File: src/rtl/rmu_pkg.sv
package rmu_pkg;

  // What the rename stage does with the current cycle's inputs
  typedef enum logic [1:0] {
    ACT_IDLE    = 2'd0,
    ACT_DECODE  = 2'd1,
    ACT_STALL   = 2'd2,
    ACT_RESTORE = 2'd3
  } rmu_action_e;

endpackage

File: src/rtl/rmu_free_fifo.sv
module rmu_free_fifo #(
  parameter int NUM_ARCH = 8,
  parameter int NUM_PHYS = 16,
  localparam int TW = $clog2(NUM_PHYS),
  localparam int PW = TW + 1,
  localparam int NFREE = NUM_PHYS - NUM_ARCH
) (
  input  logic          clk,
  input  logic          rst,
  input  logic          pop,
  input  logic          push,
  input  logic [TW-1:0] push_tag,
  input  logic          mark,
  input  logic          restore,
  output logic [TW-1:0] head_tag,
  output logic [PW-1:0] count
);

  logic [TW-1:0] mem [NUM_PHYS];
  logic [PW-1:0] head, tail, ck_head, head_after_pop;

  assign head_after_pop = pop ? head + PW'(1) : head;
  assign count          = tail - head;
  assign head_tag       = mem[head[TW-1:0]];

  // storage: reset loads the tags above the architectural range
  always_ff @(posedge clk) begin
    if (rst) begin
      for (int i = 0; i < NUM_PHYS; i++)
        mem[i] <= (i < NFREE) ? TW'(i + NUM_ARCH) : '0;
    end else if (push) begin
      mem[tail[TW-1:0]] <= push_tag;
    end
  end

  always_ff @(posedge clk) begin
    if (rst) begin
      head    <= '0;
      tail    <= PW'(NFREE);
      ck_head <= '0;
    end else begin
      head <= restore ? ck_head : head_after_pop;
      if (push) tail <= tail + PW'(1);
      if (mark) ck_head <= head_after_pop;
    end
  end


  no_underflow_chk: assert property (@(posedge clk) disable iff (rst)
    pop |-> count != '0);


  no_overflow_chk: assert property (@(posedge clk) disable iff (rst)
    push |-> count != PW'(NUM_PHYS));

endmodule

File: src/rtl/rmu_map_table.sv
module rmu_map_table #(
  parameter int NUM_ARCH = 8,
  parameter int NUM_PHYS = 16,
  localparam int AW = $clog2(NUM_ARCH),
  localparam int TW = $clog2(NUM_PHYS)
) (
  input  logic          clk,
  input  logic          rst,
  input  logic [AW-1:0] rd_a,
  input  logic [AW-1:0] rd_b,
  input  logic [AW-1:0] rd_d,
  output logic [TW-1:0] tag_a,
  output logic [TW-1:0] tag_b,
  output logic [TW-1:0] tag_d,
  input  logic          wr_en,
  input  logic [AW-1:0] wr_addr,
  input  logic [TW-1:0] wr_tag,
  input  logic          mark,
  input  logic          restore
);

  logic [TW-1:0] live [NUM_ARCH];
  logic [TW-1:0] snap [NUM_ARCH];

  // reads see the table before this cycle's write
  assign tag_a = live[rd_a];
  assign tag_b = live[rd_b];
  assign tag_d = live[rd_d];

  for (genvar g = 0; g < NUM_ARCH; g++) begin : g_entry
    logic          hit;
    logic [TW-1:0] upd;
    assign hit = wr_en && (wr_addr == AW'(g));
    assign upd = hit ? wr_tag : live[g];

    always_ff @(posedge clk) begin
      if (rst) begin
        live[g] <= TW'(g);
        snap[g] <= TW'(g);
      end else begin
        live[g] <= restore ? snap[g] : upd;
        if (mark) snap[g] <= upd;
      end
    end
  end


  mark_excl_chk: assert property (@(posedge clk) disable iff (rst)
    mark |-> !restore);

endmodule

File: src/rtl/rename_map_unit.sv
module rename_map_unit
  import rmu_pkg::*;
#(
  parameter int NUM_ARCH = 8,
  parameter int NUM_PHYS = 16,
  localparam int AW = $clog2(NUM_ARCH),
  localparam int TW = $clog2(NUM_PHYS),
  localparam int PW = TW + 1
) (
  input  logic          clk,
  input  logic          rst,
  input  logic          dec_valid,
  input  logic [AW-1:0] dec_src_a,
  input  logic [AW-1:0] dec_src_b,
  input  logic [AW-1:0] dec_dst,
  input  logic          dec_has_dst,
  input  logic          dec_mark,
  input  logic          cmt_valid,
  input  logic [TW-1:0] cmt_tag,
  input  logic          restore,
  output logic          stall,
  output logic          out_valid,
  output logic [TW-1:0] out_src_a_tag,
  output logic [TW-1:0] out_src_b_tag,
  output logic          out_has_dst,
  output logic [TW-1:0] out_dst_tag,
  output logic [TW-1:0] out_prev_tag
);

  logic [PW-1:0] free_count;
  logic [TW-1:0] head_tag, map_a, map_b, map_d;
  logic          accept, alloc, take_snap;
  rmu_action_e   act;

  assign stall = dec_valid && dec_has_dst && (free_count == '0);

  always_comb begin
    if (restore)         act = ACT_RESTORE;
    else if (!dec_valid) act = ACT_IDLE;
    else if (stall)      act = ACT_STALL;
    else                 act = ACT_DECODE;
  end

  assign accept    = (act == ACT_DECODE);
  assign alloc     = accept && dec_has_dst;
  assign take_snap = accept && dec_mark;

  rmu_map_table #(.NUM_ARCH(NUM_ARCH), .NUM_PHYS(NUM_PHYS)) u_map (
    .clk     (clk),
    .rst     (rst),
    .rd_a    (dec_src_a),
    .rd_b    (dec_src_b),
    .rd_d    (dec_dst),
    .tag_a   (map_a),
    .tag_b   (map_b),
    .tag_d   (map_d),
    .wr_en   (alloc),
    .wr_addr (dec_dst),
    .wr_tag  (head_tag),
    .mark    (take_snap),
    .restore (restore)
  );

  rmu_free_fifo #(.NUM_ARCH(NUM_ARCH), .NUM_PHYS(NUM_PHYS)) u_pool (
    .clk      (clk),
    .rst      (rst),
    .pop      (alloc),
    .push     (cmt_valid),
    .push_tag (cmt_tag),
    .mark     (take_snap),
    .restore  (restore),
    .head_tag (head_tag),
    .count    (free_count)
  );

  always_ff @(posedge clk) begin
    if (rst) begin
      out_valid     <= 1'b0;
      out_src_a_tag <= '0;
      out_src_b_tag <= '0;
      out_has_dst   <= 1'b0;
      out_dst_tag   <= '0;
      out_prev_tag  <= '0;
    end else begin
      out_valid     <= accept;
      out_src_a_tag <= accept ? map_a : '0;
      out_src_b_tag <= accept ? map_b : '0;
      out_has_dst   <= alloc;
      out_dst_tag   <= alloc ? head_tag : '0;
      out_prev_tag  <= alloc ? map_d : '0;
    end
  end


  fresh_tag_chk: assert property (@(posedge clk) disable iff (rst)
    (out_valid && out_has_dst) |-> (out_dst_tag != out_prev_tag));


  stall_hold_chk: assert property (@(posedge clk) disable iff (rst)
    (stall && !cmt_valid && !restore) |=> $stable(free_count));


  no_alloc_chk: assert property (@(posedge clk) disable iff (rst)
    (dec_valid && !dec_has_dst && !cmt_valid && !restore) |=> $stable(free_count));


  restore_drop_chk: assert property (@(posedge clk) disable iff (rst)
    restore |=> !out_valid);

endmodule

File: config.mk
export PLATFORM = sky130hd
export DESIGN_NAME = rename_map_unit
export DESIGN_NICKNAME = d
export VERILOG_FILES = /design/src/rtl/rmu_pkg.sv /design/src/rtl/rmu_free_fifo.sv /design/src/rtl/rmu_map_table.sv /design/src/rtl/rename_map_unit.sv
export SDC_FILE = /design/constraint.sdc
export NUM_CORES = 1
export LEC_CHECK = 0
export BUFFER_PORTS_ARGS = -buffer_cell sky130_fd_sc_hd__buf_2
export CORE_MARGIN = 2
export CORE_UTILIZATION = 60
export CTS_CLUSTER_SIZE = 24
export DETAILED_ROUTE_END_ITERATION = 12
export PLACE_DENSITY_LB_ADDON = 0.25
export SYNTH_ARGS = -nofsm -noshare
export SYNTH_HDL_FRONTEND = slang
export SYNTH_HIERARCHICAL = 1
export SYNTH_SLANG_ARGS = --single-unit
File: constraint.sdc
create_clock -name clk -period 4 [get_ports clk]
set_clock_uncertainty 0.15 [all_clocks]
set_input_delay 0.4 -clock clk [delete_from_list [all_inputs] [get_ports clk]]
set_output_delay 0.4 -clock clk [all_outputs]
set_load 0.05 [all_outputs]
* Word-level counts from Yosys, hierarchy flattened *
Memories as Yosys holds them, arrays and structs flattened. A register that Yosys moved wholly into a read port is not among the register bits.
Cells that the tools add are included.

operators by class
  $add $sub $neg = 3
  equal/unequal tests = 8
  muxes and demuxes = 50
  bitwise gates (word level) = 18
  reductions and logical operators = 17

operator list
  kind                                           count
  2-to-1 mux 4 bit                               35
  OR 1 bit                                       16
  == test 3 bit, second input constant           4
  logical AND 1 bit                              12
  adder 5 x 1 -> 5 bit, second input constant    2
  2-to-1 mux 1 bit                               10
  2-to-1 mux 5 bit                               2
  == test 3 x 2 -> 1 bit, second input constant  2
  2-to-1 mux 2 bit                               3
  logical NOT 5 bit                              1
  subtractor 5 bit                               1
  OR reduction 2 bit                             2
  OR reduction 4 bit                             1
  == test 3 x 1 -> 1 bit, second input constant  1
  logical NOT 3 bit                              1
  == test 2 x 1 -> 1 bit, second input constant  1
  NOT 1 bit                                      2

storage, ports and cells
  flip-flop bits (word level) = 21
  memory bits (writable) = 128
  input bits = 20
  output and inout bits = 19
  logic and storage cells = 105
  memories kept = 3

memories
  name        depth  width  rd ports  clocked after memory_dff  wr ports  line                 RTL
  u_pool.mem  16     4      1         1                         16        rmu_free_fifo.sv:19  logic [TW-1:0] mem [NUM_PHYS];
  u_map.live  8      4      11        3                         8         rmu_map_table.sv:22  logic [TW-1:0] live [NUM_ARCH];
  u_map.snap  8      4      8         0                         8         rmu_map_table.sv:23  logic [TW-1:0] snap [NUM_ARCH];

* Longest topological paths before layout *
Gate-level depths: netlist of run 1.

  depth after elaboration = 12
  gate-level depth with buffers = 15
  gate-level depth less buffers = 13

* Cells and area by module *
The synthesis of run 1 kept the hierarchy.

modules (own cells, without submodules)
  module           times used  cells each  area each (um2)  seq. area each (um2)
  rmu_free_fifo    1           308         3928.8           2222.1
  rmu_map_table    1           287         3538.4           1601.5
  rename_map_unit  1           67          694.4            360.3

* Least setup slack after synthesis of run 1 *
OpenSTA, ideal clock, no wires.

  kind = flip-flop to flip-flop
  start point = register u_pool.head[1]
  end point = memory u_map/snap[0][0] (netlist name), data pin
  setup time = 0.266 ns
  arrival time = 3.145 ns
  data required time = 3.584 ns
  setup slack = 0.439 ns
  cell stages (with the launch flop) = 14
  path buffers = 3
  clock period less this slack = 3.561 ns
  cells stage by stage = dfxtp_1 -> buf_2 -> inv_1 -> ha_1 -> a21o_1 -> a21oi_1 -> xnor2_1 -> and4bb_2 -> buf_2 -> a21oi_1 -> buf_2 -> nor4b_4 -> mux2i_1 -> nor2_1

RTL lines
  what                    line                 RTL
  start, declared         rmu_free_fifo.sv:20  logic [PW-1:0] head, tail, ck_head, head_after_pop;
  start signal, assigned  rmu_free_fifo.sv:42  head <= restore ? ck_head : head_after_pop;
  end, declared           rmu_map_table.sv:23

* Worst setup path in the final report of run 1 *
  start point = register u_pool.tail[0]
  end point = output stall

between the ends
  longest elaborated chain between the ends = 3

ends and longest elaborated chain
  what                    line                   RTL
  start, declared         rmu_free_fifo.sv:20
  start signal, assigned  rmu_free_fifo.sv:39    tail <= PW'(NFREE);
  start signal, assigned  rmu_free_fifo.sv:43    if (push) tail <= tail + PW'(1);
  subtractor 5 bit        rmu_free_fifo.sv:23    assign count = tail - head;
  net free_count[4]       rename_map_unit.sv:30  logic [PW-1:0] free_count;
  logical NOT 5 bit       rename_map_unit.sv:35  assign stall = dec_valid && dec_has_dst && (free_count == '0);
  logical AND 1 bit       rename_map_unit.sv:35
  end, declared           rename_map_unit.sv:21  output logic stall,

The timed path passes the listed nets, and every way through them passes these cells.

==> results of run 1 <==
## stage by stage
step / setup slack, ns / utilization / area [um2] / power [mW] / instances
2_1_floorplan: 0.439 / - / 8160 / 2.16 / 662
3_3_place_gp: 0.790 / 0.631 / 8350 / 2.26 / 828
3_5_place_dp: 0.786 / 0.631 / 8350 / 2.27 / 828
4_1_cts: 0.527 / 0.675 / 8930 / 3.85 / 860
5_1_grt: 0.364 / 0.675 / 8930 / 3.95 / 860
6_report: 0.524 / 0.675 / 8930 / 3.85 / 860
## worst reg2reg max path, delay by kind of cell, from the launching register on
kind,cells,cell delay [ns]
AO/OA/AOI/OAI,2,0.55
flip-flops,1,0.36
multiplexers,3,0.98
AND/OR/NAND/NOR,1,0.76
buffers and inverters,1,0.39
## Yosys cell counts, types with 4 or more instances
cell type,n
edfxtp_1,96
dfxtp_1,65
nor2_1,57
mux2i_1,56
and3_1,44
a211oi_1,35
mux4_2,33
clkbuf_1,31
nand2_1,26
inv_1,23
buf_2,20
or2_1,19
nor3_1,16
mux2_2,12
nand2b_1,11
a21o_1,10
a211oi_2,9
ha_1,9
o31a_1,9
a21oi_1,8
o21ai_1,8
xnor2_1,8
a221oi_1,4
and4bb_2,4
## flip-flops by register name, indices dropped and copies added, names as in the netlist, 5 cells and up
name	count
u_pool/tail	5
u_pool/mem	64
u_map/live	32
u_pool/ck_head	5
u_map/snap	32
u_pool/head	5
## cell families after synthesis
family	after synthesis
xor gates and xnor gates	11
buffers and inverters	89
AOI/OAI and AO/OA	87
and+or+nand+nor	200
adders and majority gates	10
muxes	104
DFF	161
## metal layers
layer | GRT usage | routed length [um] | share of wire
met1 | 0.382 | 8220 | 0.44
met2 | 0.412 | 8560 | 0.46
met3 | 0.0542 | 1480 | 0.079
met4 | 0.0952 | 421 | 0.023
met5 | 0 | 0 | 0
## cell type report
| cell class | count | share of cell area |
|---|---|---|
| Clock inverter | 15 | 0.0176 |
| Inverter | 26 | 0.0109 |
| Timing Repair Buffer | 53 | 0.0339 |
| Multi-Input combinational cell | 412 | 0.397 |
| Clock buffer | 17 | 0.0476 |
| Sequential cell | 161 | 0.468 |
| Tap cell | 176 | 0.0246 |
## worst paths after layout
kind / start / to
max: u_pool/tail[0] / stall
min: cmt_valid / u_pool/tail[0]
max reg2reg: u_pool/head[0] / u_map/live[5][0]
min reg2reg: u_map/snap[1][6] / u_map/live[5][2]
## report_power, final
part / leakage [nW] / internal [mW] / switching, mW
sequential: 1.41 / 1.81 / 0.0350
combinational: 1.72 / 0.146 / 0.254
clock: 0.272 / 0.921 / 0.686
==> results.json, run 1 <==
{
  "hold_depth": 3,
  "vdd_drop_max_mv": 0.301,
  "yosysUniqueCellTypes": 48,
  "finalCritPeriodShare": 0.869,
  "drive_above_1_share": 0.225,
  "worst_pin_slew_ns": 1.22,
  "synth_compound_area_frac": 0.0829,
  "relSlewSlack": 0.183,
  "fillers": 985,
  "cts_buffers": 17,
  "fin_nets": 701,
  "syn_area_um2": 8160,
  "grt_pass1_wl_um": 29100,
  "port_buffers": 38,
  "insertion_delay_ns": 0.44,
  "cpMostUsedCell": "inv_1",
  "yosys.area.top_type": "edfxtp_1",
  "clockBufferDepth": 2,
  "start_util": 0.616,
  "area_delta_synth_final_pct": 9.46,
  "routed_via_density": 6.36,
  "regArea_um2": 4180,
  "path_max_fanout": 19,
  "dieArea_um2": 14600,
  "ctsHoldBuffers": 0,
  "cp_num_cells": 11,
  "wirelength_um": 18700,
  "finalSetupViolations": 0,
  "drt_iter0_markers": 766,
  "io_pins": 39,
  "die_w_um": 121,
  "worstSetupPathType": "reg2out",
  "synth_top_family_by_area": "multiplexers",
  "dp_hpwl_um": 12000,
  "status": "finished, final reports clean",
  "avgSynthCellArea_um2": 12.3,
  "grt_antenna_before_repair": 0,
  "wl_per_cell_um": 21.7,
  "layout_common_cells": "edfxtp_1 (96), dfxtp_1 (65), nor2_1 (57)",
  "core_area_um2": 13200,
  "antenna_cells": 0,
  "finalHoldViolations": 0,
  "dominantRegCellSynth": "edfxtp_1",
  "cts_tree": "built",
  "cts_root_buf": "clkbuf_16",
  "htreeDepth": 4,
  "num_vias": 5466,
  "grt_pass1_vias": 5298,
  "grt_start_max_net_pins": 53,
  "tns_ns": 0,
  "multiInputGateArea_um2": 3550,
  "leakage_nw": 3.40,
  "path_clk_slew_ns": 0.07,
  "synth_xor_area_frac": 0.0118,
  "cts_setup_buffers": 0,
  "whs_ns": 0.213,
  "synthCells": 662,
  "layout_commonest_cell": "edfxtp_1",
  "min_path_type": "in2reg",
  "critPathRequiredTime_ns": 3.45,
  "arrival_ns": 2.93,
  "slew_viol_final": 0,
  "synth_top_cell_area_share": 0.353,
  "critPathTopFamily": "buffers and inverters",
  "synth_adder_area_share": 0.0163,
  "synth_area_leaders": "edfxtp_1 (35%), dfxtp_1 (16%), mux4_2 (9.1%), mux2i_1 (6.9%), and3_1 (3.4%)",
  "syn_nets": 692,
  "critPathMaxStageDelay_ns": 0.42,
  "dr.pass1.iters": 7,
  "grt.overflow.total": 0,
  "cap_violations": 0,
  "die-height_um": 121,
  "min_period_ns": 3.48,
  "synth-seq-cells": 161,
  "post_cts_resized": 0,
  "crit_path_top_delay_cell": "dfxtp_1",
  "synthMuxAreaShare": 0.186,
  "fmax_mhz": 288,
  "rsz0062_at_grt": "false",
  "synth-simple-area-share": 0.137,
  "regToRegSetupSlack_ns": 0.71,
  "ys_async_sr_fraction": 0,
  "reg2reg_depth": 7,
  "drc": 0,
  "synth_edf_count": 96,
  "crit_buf_inv": 4,
  "path_cells": "inv_1 -> ha_1 -> fa_1 -> inv_1 -> a21o_1 -> a21oi_1 -> xnor2_1 -> nor3_2 -> buf_4 -> and2_1 -> buf_2",
  "ant_nets": 0,
  "place_congestion": 0.848,
  "yosysWarnings": 6,
  "num_rows": 42,
  "p_per_area_nw_per_um2": 431,
  "endpoint_kind": "primary output",
  "grtUsageTotal": 0.268,
  "ys_seq_area_frac": 0.513,
  "worstSetupStartpointType": "flip-flop",
  "clock_sinks": 161
}
(Power assumes the default switching activity.)
==> run 2, diff against run 1 <==
--- a/config.mk
+++ b/config.mk
@@ -5,6 +5,7 @@
 export SDC_FILE = /design/constraint.sdc
 export NUM_CORES = 1
 export LEC_CHECK = 0
+export ABC_AREA = 1
 export BUFFER_PORTS_ARGS = -buffer_cell sky130_fd_sc_hd__buf_2
 export CORE_MARGIN = 2
 export CORE_UTILIZATION = 60
==> results.json, run 2 <==
{
  "hold_start": "cmt_valid",
  "grt.overflow.total": 0,
  "yosysMostFrequentCell": "nand2_1",
  "power.share.switching": 0.262,
  "grt_pass1_vias": 6899,
  "synth_top_cell_area_share": 0.334,
  "endpoint_kind": "flip-flop",
  "top_register": "u_pool/mem",
  "reg2reg_depth": 13,
  "arrival_ns": 3.41,
  "status": "finished, final reports clean",
  "p_switching_mw": 1.02,
  "avgSynthCellArea_um2": 7.30,
  "holdPathEnd": "u_pool/tail[1]",
  "dominantRegCellSynth": "edfxtp_1",
  "crit_buf_inv": 3,
  "syn_nets": 1211,
  "vdd_drop_max_mv": 0.293,
  "pwr-share-seq": 0.477,
  "grt_antenna_before_repair": 0,
  "cts_setup_buffers": 0,
  "htreeDepth": 4,
  "grtUsageTotal": 0.289,
  "worst_pin_slew_ns": 0.925,
  "path_clk_slew_ns": 0.06,
  "die-height_um": 124,
  "cpMostUsedCell": "nand2_1",
  "dr.pass1.iters": 7,
  "min_path_type": "in2reg",
  "worstSetupPathType": "reg2reg",
  "yosys.area.top_type": "edfxtp_1",
  "die_w_um": 124,
  "critPathMaxStageDelay_ns": 0.93,
  "fin_nets": 1232,
  "regToRegSetupSlack_ns": 0.50,
  "largest_reg_flops": 64,
  "fillers": 1204,
  "drt_iter0_markers": 941,
  "leakage_nw": 4.61,
  "synthCells": 1181,
  "p_total_mw": 3.89,
  "dieArea_um2": 15400,
  "critPathTopFamily": "simple AND/OR/NAND/NOR gates",
  "num_vias": 7539,
  "ys_top_cells_by_count": "nand2_1 (383), inv_1 (192), nor2_1 (131)",
  "synth_area_leaders": "edfxtp_1 (33%), nand2_1 (17%), dfxtp_1 (15%), inv_1 (8.4%), nand3_1 (7.5%)",
  "layout_commonest_cell": "nand2_1",
  "fmax_mhz": 286,
  "cts_root_buf": "clkbuf_16",
  "cts_tree": "built",
  "worstReg2RegEnd": "u_map/snap[1][12]",
  "yosysWarnings": 6,
  "port_buffers": 38,
  "finalSetupViolations": 0,
  "p_int_mw": 2.87,
  "critPathRequiredTime_ns": 3.91,
  "drive_above_1_share": 0.0864,
  "rsz0062_at_grt": "false",
  "post_cts_resized": 0,
  "antenna_cells": 0,
  "cts_buffers": 17,
  "crit_path_top_delay_cell": "dfxtp_1",
  "area_delta_synth_final_pct": 9.40,
  "clock_sinks": 161,
  "synth-seq-cells": 161,
  "worstReg2RegStart": "u_pool/head[1]",
  "wl_per_cell_um": 14.7,
  "hold_depth": 3,
  "tns_ns": 0,
  "core_area_um2": 14000,
  "final_util": 0.675,
  "dp_hpwl_um": 14200,
  "grt_start_max_net_pins": 53,
  "ys_seq_area_frac": 0.485,
  "grt_pass1_wl_um": 33600,
  "clockBufferDepth": 2,
  "ant_nets": 0,
  "num_rows": 43,
  "top_regs": "u_pool/mem: 64 flops, u_map/live: 32 flops, u_map/snap: 32 flops",
  "syn_area_um2": 8630,
  "crit_start": "u_pool/head[1]",
  "path_max_fanout": 32,
  "whs_ns": 0.114,
  "routed_via_density": 5.40,
  "p_per_area_nw_per_um2": 412,
  "io_pins": 39,
  "place_congestion": 0.844,
  "start_util": 0.617,
  "pwr-share-comb": 0.125,
  "clkPwrFrac": 0.398,
  "cap_violations": 0,
  "drc": 0,
  "ctsHoldBuffers": 0,
  "synth_edf_count": 96,
  "insertion_delay_ns": 0.43,
  "finalHoldViolations": 0,
  "layout_common_cells": "nand2_1 (383), inv_1 (192), nor2_1 (131)",
  "dp_cells": 1363,
  "worstSetupStartpointType": "flip-flop",
  "ys_async_sr_fraction": 0,
  "yosysUniqueCellTypes": 31,
  "wirelength_um": 20600,
  "slew_viol_final": 0,
  "finalCritPeriodShare": 0.875,
  "path_cells": "inv_4 -> ha_1 -> nand2_1 -> o21ai_0 -> xor2_1 -> inv_1 -> nand2_1 -> nor2_1 -> nand2_2 -> nand2_1 -> nor2_1 -> buf_4 -> or2_2",
  "min_period_ns": 3.50,
  "relSlewSlack": 0.382,
  "final_cell_count_no_fill": 1395
}
==> run 2: cell count changes after synthesis, sizes merged, moves of 36 or more <==
cell,delta
nand2,+360
inv,+174
nand3,+131
nor2,+87
mux2i,-56
a211oi,-44
and3,-44
a21oi,+40
mux4,-36
o21ai,+36
==> run 2: area by class of cell <==
| cell class | instances | area, um2 | share of cell area |
|---|---|---|---|
| clock buffers | 22 | 484 | 0.0513 |
| clock inverters | 10 | 83.8 | 0.00888 |
| inverters | 200 | 756 | 0.0801 |
| multi-input cells | 775 | 3450 | 0.365 |
| flip-flops and latches | 161 | 4180 | 0.443 |
| well taps | 180 | 225 | 0.0239 |
| repair buffers | 47 | 258 | 0.0273 |
==> run 2: power by group through the flow <==
stage	Combinational (mW)	Clock (mW)	Sequential (mW)
2_1_floorplan	0.346	0	1.89
3_3_place_gp	0.469	0	1.89
3_5_place_dp	0.476	0	1.89
4_1_cts	0.481	1.56	1.85
5_1_grt	0.549	1.63	1.86
6_report	0.486	1.55	1.85
==> run 2: logic make-up after synthesis <==
group / synth area share
AND/OR/NAND/NOR: 0.324
XOR/XNOR: 0.00711
adder cells (fa/ha/maj): 0.0154
flip-flops: 0.485
AO/OA/AOI/OAI: 0.0534
buffers and inverters: 0.115
==> run 2: tightest hold or removal path, delay by kind of cell <==
family	cells	cell delay (ns)
buf+inv	2	0.20
compound gates	1	0.06
==> run 2: how the worst max path moves through the flow <==
| stage | endpoint | slack [ns] | depth (start not counted) |
|---|---|---|---|
| 3_5_place_dp | u_map/snap[1][2] | 0.58 | 13 |
| 4_1_cts | u_map/snap[0][6] | 0.55 | 13 |
| 5_1_grt | u_map/live[0][2] | 0.16 | 19 |
| 3_3_place_gp | u_map/snap[0][6] | 0.65 | 13 |
| 6_report | u_map/snap[1][12] | 0.50 | 13 |
| 2_1_floorplan | u_map/snap[1][2] | 0.86 | 18 |
==> run 2: metal layers <==
layer  wire length [um]  GRT usage  vias up  share of wire
li1                   -          -     3706              -
met1               9010      0.414     3467           0.44
met2               9350      0.444      332           0.46
met3               1830     0.0522       34          0.089
met4                356     0.0983        0          0.017
met5                  0          0        -              0
==> run 2: per-stage QoR <==
stage / worst slack (ns) / area, um2
after floorplan: 0.857 / 8630
after global placement: 0.650 / 8870
after detailed placement: 0.582 / 8870
after CTS: 0.551 / 9440
after global routing: 0.160 / 9440
final: 0.499 / 9440
